==> config.mk <==
export PLATFORM = sky130hd
export DESIGN_NAME = byte_stage_buf
export DESIGN_NICKNAME = d
export VERILOG_FILES = /design/src/rtl/bsb_pkg.sv /design/src/rtl/bsb_ctrl.sv /design/src/rtl/bsb_store.sv /design/src/rtl/bsb_flags.sv /design/src/rtl/byte_stage_buf.sv
export SDC_FILE = /design/constraint.sdc
export NUM_CORES = 1
export LEC_CHECK = 0
export ABC_CLOCK_PERIOD_IN_PS = 3300
export BUFFER_PORTS_ARGS = -buffer_cell sky130_fd_sc_hd__buf_4
export CAP_MARGIN = 20
export CORE_ASPECT_RATIO = 1.4
export CORE_MARGIN = 2
export CORE_UTILIZATION = 50
export CTS_BUF_LIST = sky130_fd_sc_hd__clkbuf_4 sky130_fd_sc_hd__clkbuf_8
export CTS_CLUSTER_DIAMETER = 200
export DETAILED_ROUTE_END_ITERATION = 16
export PLACE_DENSITY = 0.84
export SLEW_MARGIN = 20
export SYNTH_ARGS = -nofsm -noshare
export SYNTH_HDL_FRONTEND = slang
export SYNTH_HIERARCHICAL = 1
export SYNTH_SLANG_ARGS = --single-unit
==> constraint.sdc <==
create_clock -name clk -period 3.3 [get_ports clk]
set_input_delay 0.66 -clock clk [delete_from_list [all_inputs] [get_ports clk]]
set_output_delay 0.66 -clock clk [all_outputs]
set_load 0.005 [all_outputs]
==> src/rtl/bsb_pkg.sv <==
package bsb_pkg;
  typedef enum logic [1:0] {
    MODE_HOST  = 2'd0,
    MODE_FLUSH = 2'd1,
    MODE_RECV  = 2'd2,
    MODE_XMIT  = 2'd3
  } bsb_mode_e;
endpackage

==> src/rtl/bsb_ctrl.sv <==
module bsb_ctrl
  import bsb_pkg::*;
#(
  parameter int DEPTH = 4,
  parameter int CW    = $clog2(DEPTH + 1)
) (
  input  logic            clk,
  input  logic            rst_n,
  input  logic            flush,
  input  logic            eng_load,
  input  logic            eng_recv,
  input  logic [CW-1:0]   eng_count,
  input  logic            host_push,
  input  logic            host_pop,
  output bsb_mode_e       mode,
  output logic            pop_go,
  output logic            push_go,
  output logic [CW-1:0]   mid_level,
  output logic [CW-1:0]   load_level,
  output logic [CW-1:0]   level
);
  localparam logic [CW-1:0] DMAX = CW'(DEPTH);

  logic [CW-1:0] level_q, level_d;

  // Priority: flush, then engine load, then host strobes
  always_comb begin
    if (flush)                   mode = MODE_FLUSH;
    else if (eng_load && eng_recv) mode = MODE_RECV;
    else if (eng_load)           mode = MODE_XMIT;
    else                         mode = MODE_HOST;
  end

  assign load_level = (eng_count > DMAX) ? DMAX : eng_count;

  // Pop is applied before push in the same cycle
  assign pop_go    = (mode == MODE_HOST) && host_pop && (level_q != '0);
  assign mid_level = level_q - CW'(pop_go);
  assign push_go   = (mode == MODE_HOST) && host_push && (mid_level < DMAX);

  always_comb begin
    unique case (mode)
      MODE_FLUSH: level_d = '0;
      MODE_RECV,
      MODE_XMIT:  level_d = load_level;
      default:    level_d = mid_level + CW'(push_go);
    endcase
  end

  always_ff @(posedge clk) begin
    if (!rst_n) level_q <= '0;
    else        level_q <= level_d;
  end

  assign level = level_q;
endmodule

==> src/rtl/bsb_store.sv <==
module bsb_store
  import bsb_pkg::*;
#(
  parameter int DEPTH = 4,
  parameter int W     = 8,
  parameter int CW    = $clog2(DEPTH + 1)
) (
  input  logic               clk,
  input  logic               rst_n,
  input  bsb_mode_e          mode,
  input  logic               pop_go,
  input  logic               push_go,
  input  logic [CW-1:0]      mid_level,
  input  logic [CW-1:0]      load_level,
  input  logic [W-1:0]       wdata,
  input  logic [DEPTH*W-1:0] load_bytes,
  output logic [DEPTH*W-1:0] slots
);
  for (genvar g = 0; g < DEPTH; g++) begin : g_slot
    logic [W-1:0] q, d, shifted;

    // Neighbour toward the tail; the tail slot takes zero
    if (g == DEPTH - 1) begin : g_tail
      assign shifted = pop_go ? '0 : q;
    end else begin : g_body
      assign shifted = pop_go ? slots[(g+1)*W +: W] : q;
    end

    always_comb begin
      unique case (mode)
        MODE_FLUSH: d = '0;
        MODE_RECV:  d = (CW'(g) < load_level) ? load_bytes[g*W +: W] : q;
        MODE_XMIT:  d = q;
        default:    d = (push_go && (mid_level == CW'(g))) ? wdata : shifted;
      endcase
    end

    always_ff @(posedge clk) begin
      if (!rst_n) q <= '0;
      else        q <= d;
    end

    assign slots[g*W +: W] = q;
  end
endmodule

==> src/rtl/bsb_flags.sv <==
module bsb_flags
  import bsb_pkg::*;
#(
  parameter int DEPTH = 4,
  parameter int CW    = $clog2(DEPTH + 1)
) (
  input  logic          clk,
  input  logic          rst_n,
  input  bsb_mode_e     mode,
  input  logic          pop_go,
  input  logic          push_go,
  input  logic [CW-1:0] level,
  input  logic [CW-1:0] mid_level,
  input  logic [CW-1:0] load_level,
  output logic          has_data,
  output logic          full
);
  localparam logic [CW-1:0] DMAX = CW'(DEPTH);
  localparam logic [CW-1:0] DTOP = CW'(DEPTH - 1);
  localparam logic [CW-1:0] ONE  = CW'(1);

  logic has_q, has_d, full_q, full_d;

  always_comb begin
    has_d  = has_q;
    full_d = full_q;
    unique case (mode)
      MODE_FLUSH: begin
        has_d  = 1'b0;
        full_d = 1'b0;
      end
      MODE_RECV: begin
        if (load_level != '0)  has_d  = 1'b1;
        if (load_level == DMAX) full_d = 1'b1;
      end
      MODE_XMIT: ;
      default: begin
        // pop edge first, push edge second
        if (pop_go && level == ONE)  has_d  = 1'b0;
        if (pop_go && level == DMAX) full_d = 1'b0;
        if (push_go && mid_level == '0)  has_d  = 1'b1;
        if (push_go && mid_level == DTOP) full_d = 1'b1;
      end
    endcase
  end

  always_ff @(posedge clk) begin
    if (!rst_n) begin
      has_q  <= 1'b0;
      full_q <= 1'b0;
    end else begin
      has_q  <= has_d;
      full_q <= full_d;
    end
  end

  assign has_data = has_q;
  assign full     = full_q;
endmodule

==> src/rtl/byte_stage_buf.sv <==
module byte_stage_buf
  import bsb_pkg::*;
#(
  parameter int DEPTH = 4,
  parameter int W     = 8,
  parameter int CW    = $clog2(DEPTH + 1)
) (
  input  logic               clk,
  input  logic               rst_n,
  input  logic               host_push,
  input  logic [W-1:0]       host_wdata,
  input  logic               host_pop,
  output logic [W-1:0]       host_rdata,
  input  logic               flush,
  input  logic               eng_load,
  input  logic               eng_recv,
  input  logic [CW-1:0]      eng_count,
  input  logic [DEPTH*W-1:0] eng_wbytes,
  output logic [DEPTH*W-1:0] eng_rbytes,
  output logic [CW-1:0]      level,
  output logic               has_data,
  output logic               full
);
  bsb_mode_e     mode;
  logic          pop_go, push_go;
  logic [CW-1:0] mid_level, load_level, level_q;

  bsb_ctrl #(.DEPTH(DEPTH), .CW(CW)) u_ctrl (
    .clk(clk), .rst_n(rst_n), .flush(flush), .eng_load(eng_load),
    .eng_recv(eng_recv), .eng_count(eng_count), .host_push(host_push),
    .host_pop(host_pop), .mode(mode), .pop_go(pop_go), .push_go(push_go),
    .mid_level(mid_level), .load_level(load_level), .level(level_q)
  );

  bsb_store #(.DEPTH(DEPTH), .W(W), .CW(CW)) u_store (
    .clk(clk), .rst_n(rst_n), .mode(mode), .pop_go(pop_go),
    .push_go(push_go), .mid_level(mid_level), .load_level(load_level),
    .wdata(host_wdata), .load_bytes(eng_wbytes), .slots(eng_rbytes)
  );

  bsb_flags #(.DEPTH(DEPTH), .CW(CW)) u_flags (
    .clk(clk), .rst_n(rst_n), .mode(mode), .pop_go(pop_go),
    .push_go(push_go), .level(level_q), .mid_level(mid_level),
    .load_level(load_level), .has_data(has_data), .full(full)
  );

  assign level      = level_q;
  assign host_rdata = (level_q == '0) ? {W{1'b1}} : eng_rbytes[W-1:0];
endmodule

# Word-level counts from Yosys, hierarchy flattened

Index checks and enable logic that the tools add are counted.

Output and inout bits: 45
Bits of input ports: 50
Flip-flop bits (word level): 37

Equal/unequal tests: 15
Bitwise gates (word level): 1
$lt $le $gt $ge: 6
Reduce and logical (&&, ||, !) cells: 29
$add $sub $neg: 2
Mux-type cells: 30

Operators with widths:

| operator                                                                | count |
|---|---|
| 8-bit two-way mux                                                       | 13 |
| 8-bit case mux with 3 select lines                                      | 4 |
| 4-bit nonzero test                                                      | 6 |
| 3-bit AND reduction                                                     | 6 |
| 2-bit by 1-bit inequality test with 1-bit output, second input constant | 6 |
| 1-bit logical AND                                                       | 11 |
| 3-bit by 1-bit == test with 1-bit output, second input constant         | 2 |
| 3-bit by 2-bit == test with 1-bit output, second input constant         | 2 |
| 3-bit == test, second input constant                                    | 2 |
| 3-bit zero test                                                         | 2 |
| 1-bit by 3-bit < comparator with 1-bit output, first input constant     | 2 |
| 2-bit by 3-bit < comparator with 1-bit output, first input constant     | 2 |
| 1-bit two-way mux                                                       | 6 |
| 2-bit two-way mux                                                       | 3 |
| 1-bit case mux with 3 select lines                                      | 2 |
| 3-bit case mux with 2 select lines                                      | 1 |
| 3-bit nonzero test                                                      | 2 |
| 2-bit == test, second input constant                                    | 2 |
| 3-bit by 1-bit adder with 3-bit output                                  | 1 |
| 3-bit greater-than comparator, second input constant                    | 1 |
| 3-bit < comparator, second input constant                               | 1 |
| 3-bit two-way mux                                                       | 1 |
| 3-bit by 1-bit subtractor with 3-bit output                             | 1 |
| 2-bit by 1-bit == test with 1-bit output, second input constant         | 1 |
| 3 further kinds                                                         | 3 |

# Longest topological paths before layout

Word-level depth: 12
Gate-level depth with buffers: 13
Depth with buffers taken out: 11

# Cells and area by module

Netlist, hierarchy kept.

By module, submodules not included:

| module         | cells an instance | seq. area each (µm²) | area an instance (µm²) | times used |
|---|---|---|---|---|
| bsb_store      | 188               | 640.6                | 1786.7                 | 1 |
| bsb_ctrl       | 33                | 60.1                 | 276.5                  | 1 |
| bsb_flags      | 22                | 40.0                 | 221.5                  | 1 |
| byte_stage_buf | 9                 | 0.0                  | 60.1                   | 1 |

# Least setup slack after synthesis

OpenSTA, ideal clock, no wires.

Path kind: in2reg
From: input port eng_load
To: register u_store.g_slot[0].q[2]
Arrival time: 2.901 ns
Library setup time: 0.120 ns
Cell stages on the path: 11
Slack: 0.279 ns
Data required time: 3.180 ns
Path through: buf_6 -> nor2_1 -> o311a_2 -> ha_1 -> ha_1 -> xnor2_1 -> and3_2 -> nor4b_4 -> mux2_2 -> a22oi_1 -> a21oi_2

Cells in the longest elaborated chain, start to end: 12
Elaborated cells on any way between the ends: 22

RTL lines:

| element                                                                   | RTL line                       | text |
|---|---|---|
| from (decl)                                                               | byte_stage_buf.sv:15           | `input logic eng_load,` |
| 2-bit two-way mux or 1-bit logical AND (tied branches)                    | bsb_ctrl.sv:30, bsb_ctrl.sv:29 |  |
| 2-bit two-way mux *                                                       | bsb_ctrl.sv:29                 | `else if (eng_load && eng_recv) mode = MODE_RECV;` |
| 2-bit two-way mux *                                                       | bsb_ctrl.sv:28                 | `if (flush) mode = MODE_FLUSH;` |
| 2-bit zero test *                                                         | bsb_ctrl.sv:37                 | `assign pop_go = (mode == MODE_HOST) && host_pop && (level_q != '0);` |
| 1-bit logical AND * (2 in series)                                         | bsb_ctrl.sv:37                 |  |
| via pop_go                                                                | byte_stage_buf.sv:25           | `logic pop_go, push_go;` |
| 3-bit by 1-bit subtractor with 3-bit output *                             | bsb_ctrl.sv:38                 | `assign mid_level = level_q - CW'(pop_go);` |
| 3-bit < comparator *                                                      | bsb_ctrl.sv:39                 | `assign push_go = (mode == MODE_HOST) && host_push && (mid_level < DMAX);` |
| 1-bit logical AND *                                                       | bsb_ctrl.sv:39                 |  |
| via push_go                                                               | byte_stage_buf.sv:25           |  |
| 1-bit logical AND *                                                       | bsb_store.sv:34                | `default: d = (push_go && (mid_level == CW'(g))) ? wdata : shifted;` |
| 8-bit two-way mux or 4-bit nonzero test (tied branches)                   | --                             |  |
| 8-bit case mux with 3 select lines or 3-bit AND reduction (tied branches) | --                             |  |
| to (signal assigned)                                                      | bsb_store.sv:39                | `if (!rst_n) q <= '0;` |
| to (signal assigned)                                                      | bsb_store.sv:40                | `else q <= d;` |
| to (decl)                                                                 | bsb_store.sv:20                | `logic [W-1:0] q, d, shifted;` |

The timed path passes the listed nets; every way through them passes the cells marked *.
A chain may end at the register's enable or synchronous reset.

# Worst setup path after layout

From: register u_ctrl.level_q[0], in the netlist u_ctrl/level[0]
To: register u_store.g_slot[2].q[1]

Cells in the longest elaborated chain, start to end: 8
Elaborated cells on any way between the ends: 11

RTL lines:

| element                                                                   | RTL line             | text |
|---|---|---|
| from (decl)                                                               | bsb_ctrl.sv:24       | `logic [CW-1:0] level_q, level_d;` |
| from (signal assigned)                                                    | bsb_ctrl.sv:52       | `else level_q <= level_d;` |
| 3-bit nonzero test *                                                      | bsb_ctrl.sv:37       |  |
| 1-bit logical AND *                                                       | bsb_ctrl.sv:37       |  |
| via pop_go                                                                | byte_stage_buf.sv:25 |  |
| 3-bit by 1-bit subtractor with 3-bit output *                             | bsb_ctrl.sv:38       |  |
| 3-bit < comparator *                                                      | bsb_ctrl.sv:39       |  |
| 1-bit logical AND *                                                       | bsb_ctrl.sv:39       |  |
| via push_go                                                               | byte_stage_buf.sv:25 |  |
| 1-bit logical AND *                                                       | bsb_store.sv:34      |  |
| 8-bit two-way mux or 4-bit nonzero test (tied branches)                   | --                   |  |
| 8-bit case mux with 3 select lines or 3-bit AND reduction (tied branches) | --                   |  |
| to (signal assigned)                                                      | bsb_store.sv:39      |  |
| to (signal assigned)                                                      | bsb_store.sv:40      |  |
| to (decl)                                                                 | bsb_store.sv:20      |  |

Marks and branches as above.

==> summary.md <==
| Metric | Value |
|---|---|
| Outcome | complete, no violations |
| Post-route cell area | 3170 sq um |
| Crit-path most repeated cell | ha_1 |
| Total GRT Usage | 0.270 |
| Final slew viol count | 0 |
| Grt ovf | 0 |
| H-tree levels | 2 |
| Post-cts sizing count | 0 |
| Global placer's final weighted congestion | 0.910 |
| Share of cells above drive strength 1 | 0.439 |
| Sequential element share of the synthesized area | 0.316 |
| Hold EP | u_flags/has_data |
| Initial antenna violation count | 0 |
| Worst R2R Setup Slack | 240 ps |
| Core Box Area | 4540 sq um |
| P_leak | 0.00139 uW |
| IO Count | 95 |
| Utilization after layout | 0.699 |
| Die height | 85.0 microns |
| Final Power | 1240 uW |
| Initial Util | 0.517 |
| Clk root buf | clkbuf_8 |
| Sink Count | 37 |
| First-pass GRT wire length | 10,700 microns |
| Die Width | 61.9 microns |
| Pwr Density | 391 nW/um^2 |
| CTS buffer count | 5 |
| Vias in the first global route | 2,327 |
| Mapped cell area | 2340 sq um |
| Crit path cell chain | o311a_2 -> ha_1 -> ha_1 -> xnor2_1 -> and3_2 -> and4bb_2 -> mux2_2 -> a221oi_1 -> nor2_1 |
| Max Freq | 327 MHz |
| Vias | 2,420 |
| WL/cell | 16.8 microns |
| # DRC | 0 |
| Clk buf depth | 2 |
| CP Buf/Inv Count | 0 |
| Crit path largest cell delay | 470 ps |
| Commonest non-fill, non-tap cell in the layout | buf_4 |
| Hold Path Cell Cnt | 1 |
| Reg clk slew, reported paths | 70 ps |
| Fin Setup TNS | 0 ps |
| Gate Count Post-Synth | 252 |
| Hold Startpoint | u_flags/has_data |
| Placed cell areas | 3080 sq um |
| Row Count | 29 |
| Reg2reg end | u_store/g_slot[2].q[1] |
| Via density | 5.96 |
| Mean Syn Cell Area | 9.30 sq um |
| Port bufs | 94 |
| Hold-fix buffer count after cts | 0 |
| CP startpoint kind | flop |
| Most frequent cells in the layout | buf_4 (101), dfxtp_1 (37), o21ai_0 (31) |
| Hold Fails Final Rpt | 0 |
| Top FF cell, synth | dfxtp_1 |
| Worst-margin pin slew | 519 ps |
| Worst rel slew slack | 0.654 |
| Post-Syn Nets | 310 |
| RSZ-0062 raised after global routing | false |
| DPL Wire Length | 5180 microns |
| Routed Wire Length | 6830 microns |
| Routed Antenna Nets | 0 |
| Peak VDD IR | 0.000288 V |
| Setup Crit Path Kind | reg2reg |
| Clock Latency Late Sink | 290 ps |
| Drt first pass iters | 4 |
| Final setup vio count | 0 |
| Final cell count without fillers | 406 |
| HP Class | reg2reg |
| Layout area overhead | 35.3% |
| #FFs+latches synth | 37 |
| CP max FO | 8 |
| Post-CTS setup repair buffer count | 0 |
| Kind of end point of the critical path | flop |
| Inst Count DP | 399 |
| Fraction of registers with async set/reset | 0 |
| Post-synth EDFFs | 0 |
| Slowest-stage cell, CP | o311a_2 |
| Die area | 5260 sq um |
| Worst path top cell family by delay | simple AND/OR/NAND/NOR gates |
| WP data required | 3470 ps |
| Fin Clk Skew | 2.61 ps |
| Critical R2R Launch | u_ctrl/level[0] |
| CTS tree | built |
| Final min period | 3060 ps |
| Drt initial violations | 114 |
| Final-layout fill cell count | 370 |
| Largest net degree at the start of global routing | 38 |
| Arr. time, crit path | 3230 ps |
| Fin crit share | 0.926 |
| Nets@finish | 402 |
| # diodes | 0 |
| Worst r2r path cells | 9 |
| Post-synthesis cell type count | 48 |
| Ys Warns | 6 |
| Maxcap violations | 0 |
cell usage after synthesis (2+ instances only):
| cell | instances | area [sq um] |
|---|---|---|
| clkbuf_1 | 5 | 18.8 |
| buf_2 | 6 | 30.0 |
| nor2b_1 | 6 | 37.5 |
| inv_1 | 11 | 41.3 |
| nand2b_1 | 2 | 12.5 |
| a21oi_2 | 2 | 17.5 |
| a22oi_1 | 24 | 180 |
| nand2_1 | 5 | 18.8 |
| or2_1 | 8 | 50.1 |
| o211a_1 | 2 | 20.0 |
| a221oi_1 | 8 | 70.1 |
| nor2_1 | 12 | 45.0 |
| o21ai_0 | 31 | 155 |
| dfxtp_1 | 37 | 741 |
| buf_4 | 2 | 15.0 |
| mux2_2 | 24 | 270 |
| o21ai_2 | 2 | 17.5 |
| nand4b_1 | 2 | 17.5 |
| buf_6 | 2 | 22.5 |
| mux2i_1 | 2 | 20.0 |
| a21oi_1 | 24 | 120 |
| ha_1 | 8 | 100 |
| and4bb_2 | 2 | 25.0 |
metrics by stage:
step	setup slack, ps	hold slack, ps
finish	243	530
global route	26.5	552
CTS	280	541
detailed placement	89.8	525
global placement	167	510
floorplan	279	495
final cells by class:
| class | count | area (sq um) | area share |
|---|---|---|---|
| multi-input cells | 188 | 1460 | 0.462 |
| repair buffers | 101 | 758 | 0.239 |
| flip-flops and latches | 37 | 741 | 0.234 |
| clock buffers | 7 | 90.1 | 0.0284 |
| well taps | 62 | 77.6 | 0.0245 |
| inverters | 11 | 41.3 | 0.0130 |
report_power, final:
part | switching [uW] | internal, uW
clock network | 159 | 174
logic | 173 | 202
registers | 37.2 | 495
total | 370 | 871
state kept, by name (all words and copies together), names as in the netlist:
name              flops
u_flags/has_data      1
u_flags/full          1
u_ctrl/level          3
u_store/g_slot.q     32
logic make-up after synthesis:
group,Yosys count,synth area share
AO/OA/AOI/OAI,103,0.299
XOR/XNOR,1,0.00374
adder cells (fa/ha/maj),8,0.0427
buffers and inverters,27,0.0608
flip-flops,37,0.316
multiplexers,26,0.124
AND/OR/NAND/NOR,50,0.154
layer usage:
layer | wire length, microns | GRT usage | vias up
met1 | 2490 | 0.307 | 1172
met2 | 3770 | 0.483 | 95
met4 | 84 | 0.0774 | 0
met3 | 482 | 0.0579 | 9
met5 | 0 | 0 | -
li1 | - | - | 1144
how the worst max path moves through the flow:
stage,startpoint,to,slack (ps),depth (start not counted)
after CTS,u_ctrl/level[0],u_store/g_slot[2].q[1],280,9
after floorplan,eng_load,u_store/g_slot[0].q[2],280,11
final,u_ctrl/level[0],u_store/g_slot[2].q[1],240,9
after detailed placement,eng_load,u_store/g_slot[2].q[1],90,11
after global placement,eng_load,u_store/g_slot[2].q[2],170,11
after global routing,u_ctrl/level[0],u_store/g_slot[1].q[3],30,9
No activity file was read; power rests on OpenSTA's default activity.
